[src/rtl/smb_pkg.sv]
package smb_pkg;
  typedef enum logic [2:0] {
    ST_IDLE,
    ST_RX,
    ST_ACK,
    ST_TX,
    ST_HACK
  } smb_state_e;

  typedef enum logic [1:0] {
    K_ADDR,
    K_IDX,
    K_CNT,
    K_DATA
  } smb_kind_e;
endpackage

[src/rtl/smb_sync.sv]
module smb_sync #(
  parameter int STAGES = 2
) (
  input  logic clk_i,
  input  logic rst_ni,
  input  logic scl_i,
  input  logic sda_i,
  output logic scl_o,
  output logic sda_o,
  output logic scl_rise_o,
  output logic scl_fall_o,
  output logic start_o,
  output logic stop_o
);
  logic [1:0] raw;
  logic [1:0] synced;
  logic [1:0] prev;

  assign raw = {scl_i, sda_i};

  for (genvar g = 0; g < 2; g++) begin : g_line
    logic [STAGES-1:0] pipe;
    always_ff @(posedge clk_i or negedge rst_ni) begin
      if (!rst_ni) pipe <= '1;
      else         pipe <= {pipe[STAGES-2:0], raw[g]};
    end
    assign synced[g] = pipe[STAGES-1];
  end

  always_ff @(posedge clk_i or negedge rst_ni) begin
    if (!rst_ni) prev <= '1;
    else         prev <= synced;
  end

  assign scl_o      = synced[1];
  assign sda_o      = synced[0];
  assign scl_rise_o = synced[1] & ~prev[1];
  assign scl_fall_o = ~synced[1] & prev[1];
  // SDA edge while SCL stays high
  assign start_o    = synced[1] & prev[1] & prev[0] & ~synced[0];
  assign stop_o     = synced[1] & prev[1] & ~prev[0] & synced[0];
endmodule

[src/rtl/smb_regfile.sv]
module smb_regfile #(
  parameter int NUM_REGS = 32,
  parameter int CNT_IDX  = 8,
  localparam int IDX_W   = $clog2(NUM_REGS)
) (
  input  logic                  clk_i,
  input  logic                  rst_ni,
  input  logic                  wr_en_i,
  input  logic [IDX_W-1:0]      wr_idx_i,
  input  logic [7:0]            wr_data_i,
  input  logic [IDX_W-1:0]      rd_idx_i,
  output logic [7:0]            rd_data_o,
  output logic [7:0]            cnt_o,
  output logic [NUM_REGS*8-1:0] regs_o
);
  logic [7:0] mem [NUM_REGS];

  for (genvar g = 0; g < NUM_REGS; g++) begin : g_reg
    always_ff @(posedge clk_i or negedge rst_ni) begin
      if (!rst_ni)                                  mem[g] <= '0;
      else if (wr_en_i && wr_idx_i == IDX_W'(g))    mem[g] <= wr_data_i;
    end
    assign regs_o[g*8 +: 8] = mem[g];
  end

  assign rd_data_o = mem[rd_idx_i];
  assign cnt_o     = mem[CNT_IDX];
endmodule

[src/rtl/smb_ctrl.sv]
module smb_ctrl
  import smb_pkg::*;
#(
  parameter logic [6:0] DEV_ADDR = 7'h68,
  parameter int NUM_REGS = 32,
  localparam int IDX_W   = $clog2(NUM_REGS)
) (
  input  logic             clk_i,
  input  logic             rst_ni,
  input  logic             sda_s_i,
  input  logic             scl_rise_i,
  input  logic             scl_fall_i,
  input  logic             start_i,
  input  logic             stop_i,
  input  logic [7:0]       rd_data_i,
  input  logic [7:0]       cnt_i,
  output logic             wr_en_o,
  output logic [IDX_W-1:0] idx_o,
  output logic [7:0]       wr_data_o,
  output logic             sda_oe_o,
  output smb_state_e       state_o
);
  smb_state_e state;
  smb_kind_e  kind;
  logic [3:0]       bit_cnt;
  logic [7:0]       rx_sh;
  logic [7:0]       tx_sh;
  logic [IDX_W-1:0] idx;
  logic             rd_dir;
  logic             host_ack;
  logic             byte_done;
  logic [IDX_W-1:0] idx_nxt;

  assign idx_nxt   = (idx == IDX_W'(NUM_REGS - 1)) ? '0 : idx + 1'b1;
  assign byte_done = (state == ST_RX) && scl_fall_i && (bit_cnt == 4'd8);
  assign wr_en_o   = byte_done && (kind == K_DATA);
  assign wr_data_o = rx_sh;
  assign idx_o     = idx;
  assign state_o   = state;

  always_ff @(posedge clk_i or negedge rst_ni) begin
    if (!rst_ni) begin
      state    <= ST_IDLE;
      kind     <= K_ADDR;
      bit_cnt  <= '0;
      rx_sh    <= '0;
      tx_sh    <= '0;
      idx      <= '0;
      rd_dir   <= 1'b0;
      host_ack <= 1'b0;
      sda_oe_o <= 1'b0;
    end else if (start_i) begin
      state    <= ST_RX;
      kind     <= K_ADDR;
      bit_cnt  <= '0;
      sda_oe_o <= 1'b0;
    end else if (stop_i) begin
      state    <= ST_IDLE;
      sda_oe_o <= 1'b0;
    end else begin
      unique case (state)
        ST_RX: begin
          if (scl_rise_i && bit_cnt != 4'd8) begin
            rx_sh   <= {rx_sh[6:0], sda_s_i};
            bit_cnt <= bit_cnt + 1'b1;
          end else if (byte_done) begin
            state    <= ST_ACK;
            sda_oe_o <= 1'b1;
            unique case (kind)
              K_ADDR: begin
                rd_dir <= rx_sh[0];
                if (rx_sh[7:1] != DEV_ADDR) begin
                  state    <= ST_IDLE;
                  sda_oe_o <= 1'b0;
                end
              end
              K_IDX:   idx <= rx_sh[IDX_W-1:0];
              K_CNT:   ;
              default: idx <= idx_nxt;
            endcase
          end
        end
        ST_ACK: begin
          if (scl_fall_i) begin
            bit_cnt <= '0;
            if (kind == K_ADDR && rd_dir) begin
              state    <= ST_TX;
              tx_sh    <= cnt_i;
              sda_oe_o <= ~cnt_i[7];
            end else begin
              state    <= ST_RX;
              sda_oe_o <= 1'b0;
              unique case (kind)
                K_ADDR:  kind <= K_IDX;
                K_IDX:   kind <= K_CNT;
                default: kind <= K_DATA;
              endcase
            end
          end
        end
        ST_TX: begin
          if (scl_fall_i) begin
            if (bit_cnt == 4'd7) begin
              state    <= ST_HACK;
              sda_oe_o <= 1'b0;
            end else begin
              tx_sh    <= {tx_sh[6:0], 1'b0};
              sda_oe_o <= ~tx_sh[6];
              bit_cnt  <= bit_cnt + 1'b1;
            end
          end
        end
        ST_HACK: begin
          if (scl_rise_i) begin
            host_ack <= ~sda_s_i;
          end else if (scl_fall_i) begin
            if (host_ack) begin
              state    <= ST_TX;
              tx_sh    <= rd_data_i;
              sda_oe_o <= ~rd_data_i[7];
              idx      <= idx_nxt;
              bit_cnt  <= '0;
            end else begin
              state <= ST_IDLE;
            end
          end
        end
        default: ;
      endcase
    end
  end
endmodule

[src/rtl/smb_cfg_slave.sv]
module smb_cfg_slave
  import smb_pkg::*;
#(
  parameter logic [6:0] DEV_ADDR = 7'h68,
  parameter int NUM_REGS = 32,
  parameter int CNT_IDX  = 8,
  parameter int STAGES   = 2,
  localparam int IDX_W   = $clog2(NUM_REGS)
) (
  input  logic                  clk_i,
  input  logic                  rst_ni,
  input  logic                  scl_i,
  input  logic                  sda_i,
  output logic                  sda_oe_o,
  output logic [NUM_REGS*8-1:0] regs_o
);
  logic             scl_s, sda_s, scl_rise, scl_fall, start, stop;
  logic             wr_en;
  logic [IDX_W-1:0] idx;
  logic [7:0]       wr_data, rd_data, cnt;
  smb_state_e       state;

  smb_sync #(.STAGES(STAGES)) u_sync (
    .clk_i, .rst_ni, .scl_i, .sda_i,
    .scl_o(scl_s), .sda_o(sda_s), .scl_rise_o(scl_rise), .scl_fall_o(scl_fall),
    .start_o(start), .stop_o(stop)
  );

  smb_ctrl #(.DEV_ADDR(DEV_ADDR), .NUM_REGS(NUM_REGS)) u_ctrl (
    .clk_i, .rst_ni, .sda_s_i(sda_s), .scl_rise_i(scl_rise), .scl_fall_i(scl_fall),
    .start_i(start), .stop_i(stop), .rd_data_i(rd_data), .cnt_i(cnt),
    .wr_en_o(wr_en), .idx_o(idx), .wr_data_o(wr_data), .sda_oe_o, .state_o(state)
  );

  smb_regfile #(.NUM_REGS(NUM_REGS), .CNT_IDX(CNT_IDX)) u_regs (
    .clk_i, .rst_ni, .wr_en_i(wr_en), .wr_idx_i(idx), .wr_data_i(wr_data),
    .rd_idx_i(idx), .rd_data_o(rd_data), .cnt_o(cnt), .regs_o
  );
endmodule

[config.mk]
export PLATFORM = sky130hd
export DESIGN_NAME = smb_cfg_slave
export DESIGN_NICKNAME = d
export VERILOG_FILES = /design/src/rtl/smb_pkg.sv /design/src/rtl/smb_sync.sv /design/src/rtl/smb_regfile.sv /design/src/rtl/smb_ctrl.sv /design/src/rtl/smb_cfg_slave.sv
export SDC_FILE = /design/constraint.sdc
export NUM_CORES = 1
export LEC_CHECK = 0
export BUFFER_PORTS_ARGS = -buffer_cell sky130_fd_sc_hd__clkbuf_2
export CAP_MARGIN = 30
export CORE_MARGIN = 2
export CORE_UTILIZATION = 32
export DETAILED_ROUTE_END_ITERATION = 16
export PLACE_DENSITY_LB_ADDON = 0.05
export SETUP_SLACK_MARGIN = 0.02
export SLEW_MARGIN = 0
export SYNTH_ARGS = -nofsm -noshare
export SYNTH_HDL_FRONTEND = slang
export SYNTH_SLANG_ARGS = --single-unit
[constraint.sdc]
create_clock -name clk_i -period 2.3 [get_ports clk_i]
set_input_delay 0.23 -clock clk_i [delete_from_list [all_inputs] [get_ports clk_i]]
set_output_delay 0.23 -clock clk_i [all_outputs]
set_load 0.005 [all_outputs]
Yosys cells after proc, flatten, opt, wreduce, memory -nomap -nowiden
Cells that the tools add are included.

Muxes and demuxes: 63. Bitwise gates (word level): 18. Equal/unequal tests: 69. Add/sub/neg operators: 2. Reductions and logical operators: 55. $lt $le $gt $ge: 1.

Operators with widths (number): 5-bit equality test, second input constant (16); 7-bit 2-to-1 mux (7); 8-bit binary-select mux with 5-bit select (1); 5-bit by 4-bit equality test with 1-bit output, second input constant (8); 1-bit logical AND (37); 4-bit 2-to-1 mux (9); 3-bit 2-to-1 mux (10); 5-bit 2-to-1 mux (6); 4-bit by 3-bit != test with 1-bit output, second input constant (6); 7-bit one-hot mux with 3 select lines (1); 5-bit by 3-bit equality test with 1-bit output, second input constant (4); 5-bit one-hot mux with 2 select lines (2); 9-bit AND reduction (2); 2-bit 2-to-1 mux (8); 8-bit 2-to-1 mux (2); 4-bit one-hot mux with 4 select lines (1); 8-bit AND reduction (2); 1-bit 2-to-1 mux (13); 2-bit by 1-bit != test with 1-bit output, second input constant (6); 2-bit != test, second input constant (6); 3-bit by 2-bit != test with 1-bit output, second input constant (4); 4-bit != test, second input constant (3); 3-bit one-hot mux with 4 select lines (1); 4-bit AND reduction (3); 28 further kinds (50).

Logic and storage cells: 252. Output and inout bits: 257. Register bits after elaboration: 294. Input bits: 4.

Logic depth before layout (Yosys ltp)
Gate-level depths: netlist of run 1.

Depth after elaboration: 11. Mapped depth: 9. Gate-level depth less buffers: 7.

Hierarchy
Synthesis of run 1 repeated with hierarchy kept, for this count alone.

Cells, all modules: 944. Area total of the unflattened synthesis: 14084.8 µm².

Modules (own cells, without submodules): smb_regfile (area an instance 11733.8 µm², instances 1, seq. area each 6406.1 µm², cells an instance 707); smb_ctrl (area an instance 2160.8 µm², instances 1, seq. area each 800.8 µm², cells an instance 227); smb_sync (area an instance 190.2 µm², instances 1, seq. area each 157.7 µm², cells an instance 10).

Worst setup path after synthesis of run 1
No wires, ideal clock.

Kind: reg-to-reg. Start: register u_ctrl.idx[0], in the netlist u_ctrl.idx_o[0]. End: register u_regs.mem (netlist bit u_regs.regs_o[164]). Setup time: 0.125 ns. Path buffers: 4. Period minus slack after synthesis: 2.531 ns. Slack: -0.231 ns. Stages on the path, launching flop included: 10. Required time: 2.175 ns. Data arrival time: 2.407 ns. Cell sequence: dfrtp_1 > clkbuf_1 > buf_2 > buf_2 > clkinv_1 > ha_1 > and3_1 > buf_2 > nand2_1 > mux2_2.

Longest elaborated chain between the ends: 2.

Ends and longest elaborated chain: start: declaration (line smb_ctrl.sv:28) `logic [IDX_W-1:0] idx;`; start signal: assignment (line smb_ctrl.sv:77) `K_IDX: idx <= rx_sh[IDX_W-1:0];`; start signal: assignment (line smb_ctrl.sv:79) `default: idx <= idx_nxt;`; start signal: assignment (line smb_ctrl.sv:121) `idx <= idx_nxt;`; 5-bit equality test (line smb_regfile.sv:21) `else if (wr_en_i && wr_idx_i == IDX_W'(g)) mem[g] <= wr_data_i;`; 1-bit logical AND (line smb_regfile.sv:21); end signal: indexed assignment (line smb_regfile.sv:21); end: declaration (line smb_regfile.sv:16) `logic [7:0] mem [NUM_REGS];`.

Every way passes these cells. A chain may end at the register's enable or synchronous reset.

Final worst setup path of run 1
Start: register u_ctrl.bit_cnt[0]. End: register u_regs.mem (netlist bit u_regs.regs_o[246]).

Longest elaborated chain between the ends: 4.

Ends and longest elaborated chain: start: declaration (line smb_ctrl.sv:25) `logic [3:0] bit_cnt;`; start signal: assignment (line smb_ctrl.sv:65) `bit_cnt <= bit_cnt + 1'b1;`; start signal: assignment (line smb_ctrl.sv:109) `bit_cnt <= bit_cnt + 1'b1;`; 4-bit equality test (line smb_ctrl.sv:35) `assign byte_done = (state == ST_RX) && scl_fall_i && (bit_cnt == 4'd8);`; 1-bit logical AND (line smb_ctrl.sv:35); 1-bit logical AND (line smb_ctrl.sv:36) `assign wr_en_o = byte_done && (kind == K_DATA);`; 1-bit logical AND (line smb_regfile.sv:21).

Every way passes these cells.

==> key figures, run 1 <==
Timing
  • Final Max Slew Viols: 0
  • Layout Skew: 20.2 ps
  • Worst slew pin tran: 677 ps
  • Hold_ws: 232 ps
  • Crit path time final: 2290 ps
  • Slew headroom: 0.548
  • RSZ-0062 raised after global routing: true
  • Endpoints failing hold: 0
  • Setup Viol. Count Final: 0
  • Final Cycle Share: 0.994
  • Fmax: 437 MHz

Critical path
  • Critical path launch point type: flip-flop
  • CP endpoint kind: flip-flop
  • CP Buf/Inv Count: 3
  • Critical Path RT: 2730 ps
  • Largest stage delay on the critical path: 420 ps
  • Slowest-stage cell, CP: dfrtp_1
  • CP arrival: 2710 ps
  • Delay-heaviest family, CP: simple AND/OR/NAND/NOR gates
  • Critical-path cell list: inv_1, ha_1, nand3b_1, buf_6, nor4_4, and3_2, nand2_2, buf_4, mux2_2
  • CP max FO: 6
  • Critical path class: flip-flop to flip-flop

Floorplanning
  • Core ar.: 43400 sq um
  • Die width: 214 um
  • Chip Height: 214 um
  • Row cnt: 76
  • # IOs: 261
  • Initial Util: 0.326
  • Die ar.: 45800 sq um

Synth
  • Syn Nets: 1028
  • Share of the synthesized area in the top cell type: 0.510
  • Post-synth EDFFs: 0
  • Synth Cell Area: 14100 sq um
  • Synth warn: 0
  • Synth top area cells: dfrtp_1, mux2_2, mux4_2
  • Synthesis-stage register bit count: 294
  • Synth unique cells: 68
  • Syn_area_per_cell: 13.9 sq um
  • Most used DFF post-synth: dfrtp_1
  • Area leader, netlist: dfrtp_1
  • Syn Inst Count: 1016
  • Most numerous cell in the Yosys netlist: dfrtp_1
  • Top cells by count, synth: dfrtp_1, mux2_2, clkbuf_1, mux4_2, nand2_1
  • Post-synthesis sequential area ratio: 0.521
  • Asr flop ratio synth: 1.00

Run status
  • Status: finished clean

Routing
  • Residual DRC count: 0
  • Metal-1 WL: 25300 um
  • Highest routed layer: met4
  • Met2 Routed Length: 25300 um
  • Post-route ant nets: 0
  • First DRT Iteration DRCs: 614
  • Via Count: 10500
  • Avg Vias per Cell: 5.25
  • DR WL/cell: 27.3 um
  • Met3 routed WL: 2750 um
  • DRT Wirelength: 54700 um
  • Detailed Routing Iterations Pass 1: 5

Global routing
  • GR Util All Layers: 0.236
  • First-pass GRT wire length: 79700 um
  • Number of global-route vias before repair: 10900
  • Global route overflow: 0
  • Initial antenna violation count: 0
  • Largest net degree at the start of global routing: 56

Worst hold path
  • Worst min path class: primary input to asynchronous set/reset pin

Cells and area
  • Fin util: 0.438
  • Area growth syn-to-layout: 34.5%
  • Share of cells above drive strength 1: 0.581
  • Final #Nets: 1397

Clock tree
  • Clk slew on worst S/H paths: 60 ps
  • Total CTS buffers: 38
  • Clk Latency, worst-skew pair: 550 ps
  • CTS tree: built
  • H-tree depth: 2
  • Sinks on Clock Net: 294
  • Clock buffer depth: 3
  • Root buf cell: clkbuf_16

Pwr
  • P per Cell Area: 650 nW/um^2
  • Leak Pwr: 9.48 nW
  • Maximum vdd drop: 0.000365 V

Run
  • Max Cap Viol: 0

Placement
  • # port buffers: 260
  • DP HPWL: 39700 um
  • Routability congestion estimate: 0.842
==> worst register-to-register path: stages (launching register included) <==
cell and delay (ps):
dfrtp_1 420, inv_1 70, ha_1 140, nand3b_1 90, buf_6 150, nor4_4 400
and3_2 290, nand2_2 130, buf_4 200, mux2_2 270
==> placed cells by master, fill, tap and decap left out, drive strengths merged, types with 7 or more instances in the layout <==
cell type,count
a21oi,16
a221oi,8
a22o,7
a22oi,11
and3,9
buf,142
clkbuf,317
clkinv,7
dfrtp,288
ha,8
inv,13
mux2,277
mux2i,31
mux4,47
nand2,53
nand2b,7
nand3,18
nand3b,8
nor2,18
nor2b,10
o21ai,8
o221ai,7
==> flip-flops by register name, summed over array words and instances, names as in the netlist, 3 cells and up <==
| register | count |
|---|---|
| u_regs.cnt_o | 8 |
| u_ctrl.tx_sh | 7 |
| u_ctrl.state_o | 3 |
| u_regs.regs_o | 248 |
| u_ctrl.idx_o | 5 |
| u_ctrl.bit_cnt | 4 |
| u_ctrl.wr_data_o | 8 |
| u_sync.g_line.pipe | 4 |
==> per-stage QoR <==
step | area, sq um | power [mW] | TNS, ps | cells | worst slack (ps)
final | 19000 | 12.3 | 0 | 2000 | 13.0
after global routing | 19000 | 12.8 | -1130 | 1999 | -55.2
after CTS | 18700 | 12.5 | -3.01 | 1996 | -3.01
after detailed placement | 17200 | 6.12 | -397 | 1917 | -113
after global placement | 17200 | 6.12 | -297 | 1917 | -123
after floorplan | 14100 | 5.70 | -4530 | 1016 | -47.2
==> area by class of cell <==
cell class                 instances  area, sq um
fill                            4080        24400
sequential                       294         7370
multi-input combinational        633         6660
timing repair buffer             404         2830
clock buffer                      58         1200
tap                              585          732
clock inverter                    11          146
inverter                          14         52.6
antenna                            1         2.50
==> routing by layer <==
layer  vias up  track usage
met3        67       0.0454
met1      5584        0.337
li1       4572            -
met4         0       0.0669
met5         -            0
met2       274        0.366
==> path summary, 6_finish.rpt <==
check,from,endpoint,slack (ps),depth (start not counted)
setup / recovery,u_ctrl.bit_cnt[0]$_DFFE_PN0P_,u_regs.regs_o[246]$_DFFE_PN0P_,10,9
hold / removal,rst_ni,u_regs.regs_o[132]$_DFFE_PN0P_,230,2
setup reg to reg,u_ctrl.bit_cnt[0]$_DFFE_PN0P_,u_regs.regs_o[246]$_DFFE_PN0P_,10,9
hold reg to reg,u_sync.g_line[0].pipe[0]$_DFF_PN1_,u_sync.g_line[0].pipe[1]$_DFF_PN1_,360,0
max in group asynchronous,rst_ni,u_sync.prev[1]$_DFF_PN1_,1300,3
min in group clk_i,scl_i,u_sync.g_line[1].pipe[0]$_DFF_PN1_,320,2
==> kinds of logic after synthesis <==
kind of cell    after synthesis  synth area share
flops                       294             0.521
mux                         355             0.318
compound gates              108            0.0571
simple gates                160            0.0696
fa+ha+maj                     8           0.00709
xor+xnor                      2           0.00124
buf+inv                      89            0.0257
==> repair_timing <==
action / CTS / global route
hold buffers: 3 / 0
endpoints found under the setup margin: 37 / 163
resized for setup: 17 / 67
setup buffers: 7 / 3
pin swaps: 8 / 14
endpoints found under the hold margin: 50 / 0
==> where the power goes <==
| group | leakage (nW) | internal, mW | total, mW | switching (mW) |
|---|---|---|---|---|
| combinational | 4.74 | 0.230 | 0.704 | 0.474 |
| clock | 0.658 | 3.94 | 6.31 | 2.37 |
| sequential | 4.08 | 5.23 | 5.33 | 0.0964 |
No activity file was read; power rests on OpenSTA's default activity.
==> run 2: changes to the inputs <==
SETUP_SLACK_MARGIN = 0.4   (was 0.02)
==> run 2 against run 1 <==
Compared with the run above: maximum frequency grew 0.21%; clock power down 7.1%; flip-flop and latch count unchanged; design area rose by 6.3%; critical endpoint is now u_regs.regs_o[10]$_DFFE_PN0P_.
==> key figures, run 2 (synthesized netlist as in run 1, its figures left out) <==
Timing
  • Fmax: 438 MHz (+0.21%)
  • Final Cycle Share: 0.992 (-0.00204)
  • Final setup margin: 17.7 ps (+4.69 ps)
  • Slew headroom: 0.429 (-0.119)
  • RSZ-0062 raised after global routing: true
  • Endpoints failing hold: 0 (unchanged)
  • Worst slew pin tran: 856 ps (+179 ps)
  • Final Max Slew Viols: 0 (unchanged)
  • Hold_ws: 258 ps (+26.0 ps)
  • Setup Viol. Count Final: 0 (unchanged)
  • Crit path time final: 2280 ps (-4.69 ps)
  • Setup_tns: 0 ps (unchanged)
  • Layout Skew: 15.0 ps (-5.16 ps)

Placement
  • DP HPWL: 38600 um (-2.6%)
  • Routability congestion estimate: 0.835 (-0.81%)
  • # port buffers: 260 (unchanged)
  • Pre-CTS setup slack: -54.6 ps (+58.7 ps)

Routing
  • Post-route ant nets: 0 (unchanged)
  • Met2 Routed Length: 24800 um (-2.0%)
  • Residual DRC count: 0 (unchanged)
  • Met3 routed WL: 3040 um (+10%)
  • DRT Wirelength: 54900 um (+0.45%)
  • DR WL/cell: 27.4 um (+0.30%)
  • Metal-1 WL: 25600 um (+1.1%)
  • Highest routed layer: met4
  • Detailed Routing Iterations Pass 1: 4 (-1)
  • Via Count: 10600 (+0.78%)
  • Avg Vias per Cell: 5.28 (+0.63%)
  • First DRT Iteration DRCs: 631 (+2.8%)

Global routing
  • Number of global-route vias before repair: 11000 (+1.2%)
  • Largest net degree at the start of global routing: 63 (+13%)
  • First-pass GRT wire length: 79300 um (-0.49%)
  • GR Util All Layers: 0.235 (-0.00168)
  • Initial antenna violation count: 0 (unchanged)
  • Global route overflow: 0 (unchanged)

Floorplanning
  • Initial Util: 0.326 (unchanged)
  • Die ar.: 45800 sq um (unchanged)
  • Chip Height: 214 um (unchanged)
  • Core ar.: 43400 sq um (unchanged)
  • Die width: 214 um (unchanged)
  • # IOs: 261 (unchanged)
  • Row cnt: 76 (unchanged)

Cells and area
  • Commonest non-fill, non-tap cell in the layout: dfrtp_1
  • Area growth syn-to-layout: 43.0%
  • Max FFs per register: 248 (unchanged)
  • Share of cells above drive strength 1: 0.631 (+0.0505)
  • Fillers: 4034 (-1.1%)
  • Antenna Cells: 0 (-1)
  • Most frequent cells in the layout: dfrtp_1, clkbuf_2, mux2_4
  • Fin util: 0.466 (+0.0278)
  • Final #Nets: 1403 (+0.43%)

Clock tree
  • H-tree depth: 2 (unchanged)
  • Clk Latency, worst-skew pair: 550 ps (about the same)
  • Sinks on Clock Net: 294 (unchanged)
  • CTS tree: built
  • Clock buffer depth: 3 (unchanged)
  • Total CTS buffers: 36 (-5.3%)
  • Clk slew on worst S/H paths: 60 ps (about the same)
  • Root buf cell: clkbuf_16

Critical path
  • Delay-heaviest family, CP: simple AND/OR/NAND/NOR gates
  • CP max FO: 6 (unchanged)
  • R2R Setup Slk: 20 ps (about the same)
  • CP endpoint kind: flip-flop
  • Critical path launch point type: flip-flop
  • Largest stage delay on the critical path: 450 ps (+30 ps)
  • CP Buf/Inv Count: 1 (-2)
  • Slowest-stage cell, CP: or3b_4
  • Critical-path cell list: or3b_4, nor4_4, nand4_4, nor3_4, buf_6, mux2_4
  • Critical path class: flip-flop to flip-flop
  • Critical Path RT: 2730 ps (about the same)
  • CP arrival: 2720 ps (about the same)

Run status
  • Status: finished clean

Pwr
  • Maximum vdd drop: 0.000384 V (+5.2%)
  • Internal power: 9.07 mW (-3.6%)
  • Clock power frac: 0.488 (-0.023)
  • Switching pwr: 2.94 mW (+0.22%)
  • Part of the power in registers: 0.444 (+0.012)
  • Leak Pwr: 9.99 nW (+5.4%)
  • Sw Ratio: 0.245 (+0.00707)
  • P per Cell Area: 595 nW/um^2 (-8.5%)
  • Combinational Power Share: 0.068 (+0.011)

Run
  • Max Cap Viol: 0 (unchanged)

Worst hold path
  • Worst min path class: primary input to asynchronous set/reset pin
==> run 2: changes by cell type in the layout (fill, tap and decap cells not counted), sizes merged <==
cell      previous run  this run
buf                142       148
bufinv               3         1
clkbuf             317       320
clkinv               7         4
clkinvlp             2         0
diode                1         0
inv                 13        15
==> run 2: metrics by stage <==
| step | total power, mW | instance area [sq um] | cells |
|---|---|---|---|
| floorplan | 5.72 | 14700 | 1016 |
| global placement | 6.10 | 17600 | 1900 |
| detailed placement | 6.09 | 17600 | 1900 |
| CTS | 12.1 | 19400 | 1994 |
| global route | 12.4 | 20200 | 2003 |
| finish | 12.0 | 20200 | 2003 |
==> run 2: repair_timing <==
item	4_1_cts	5_1_grt
gates resized for setup	95	159
buffers inserted	25	7
pin swaps	30	22
setup endpoints to repair	285	284
hold buffers	3	0
hold endpoints to repair	56	0
cloned	1	2
==> run 2: layout make-up <==
class | instances | area (sq um) | share of cell area
multi-input combinational | 633 | 7820 | 0.387
sequential | 294 | 7370 | 0.365
timing repair buffer | 412 | 3000 | 0.149
clock buffer | 59 | 1150 | 0.0569
tap | 585 | 732 | 0.0362
clock inverter | 6 | 62.6 | 0.00310
inverter | 14 | 57.6 | 0.00285
==> run 2: final timing paths <==
path,from,cells after the start,endpoint
worst max-delay path,u_ctrl.state_o[2]$_DFFE_PN0P_,6,u_regs.regs_o[10]$_DFFE_PN0P_
worst min-delay path,rst_ni,2,u_regs.regs_o[180]$_DFFE_PN0P_
worst max register to register,u_ctrl.state_o[2]$_DFFE_PN0P_,6,u_regs.regs_o[10]$_DFFE_PN0P_
worst min register to register,u_sync.g_line[1].pipe[0]$_DFF_PN1_,0,u_sync.g_line[1].pipe[1]$_DFF_PN1_
max in group asynchronous,rst_ni,3,u_regs.regs_o[96]$_DFFE_PN0P_
min in group clk_i,sda_i,2,u_sync.g_line[0].pipe[0]$_DFF_PN1_
==> run 2: per-layer routing <==
layer,up-vias,track usage
met5,-,0
met4,0,0.0785
met3,78,0.0501
met2,300,0.356
met1,5619,0.334
li1,4582,-
==> run 2: power groups by stage <==
stage / registers (mW) / clock network (mW) / logic (mW)
6_report: 5.33 / 5.86 / 0.817
5_1_grt: 5.34 / 6.18 / 0.901
4_1_cts: 5.33 / 5.98 / 0.785
3_5_place_dp: 5.42 / 0 / 0.671
3_3_place_gp: 5.42 / 0 / 0.676
2_1_floorplan: 5.37 / 0 / 0.349
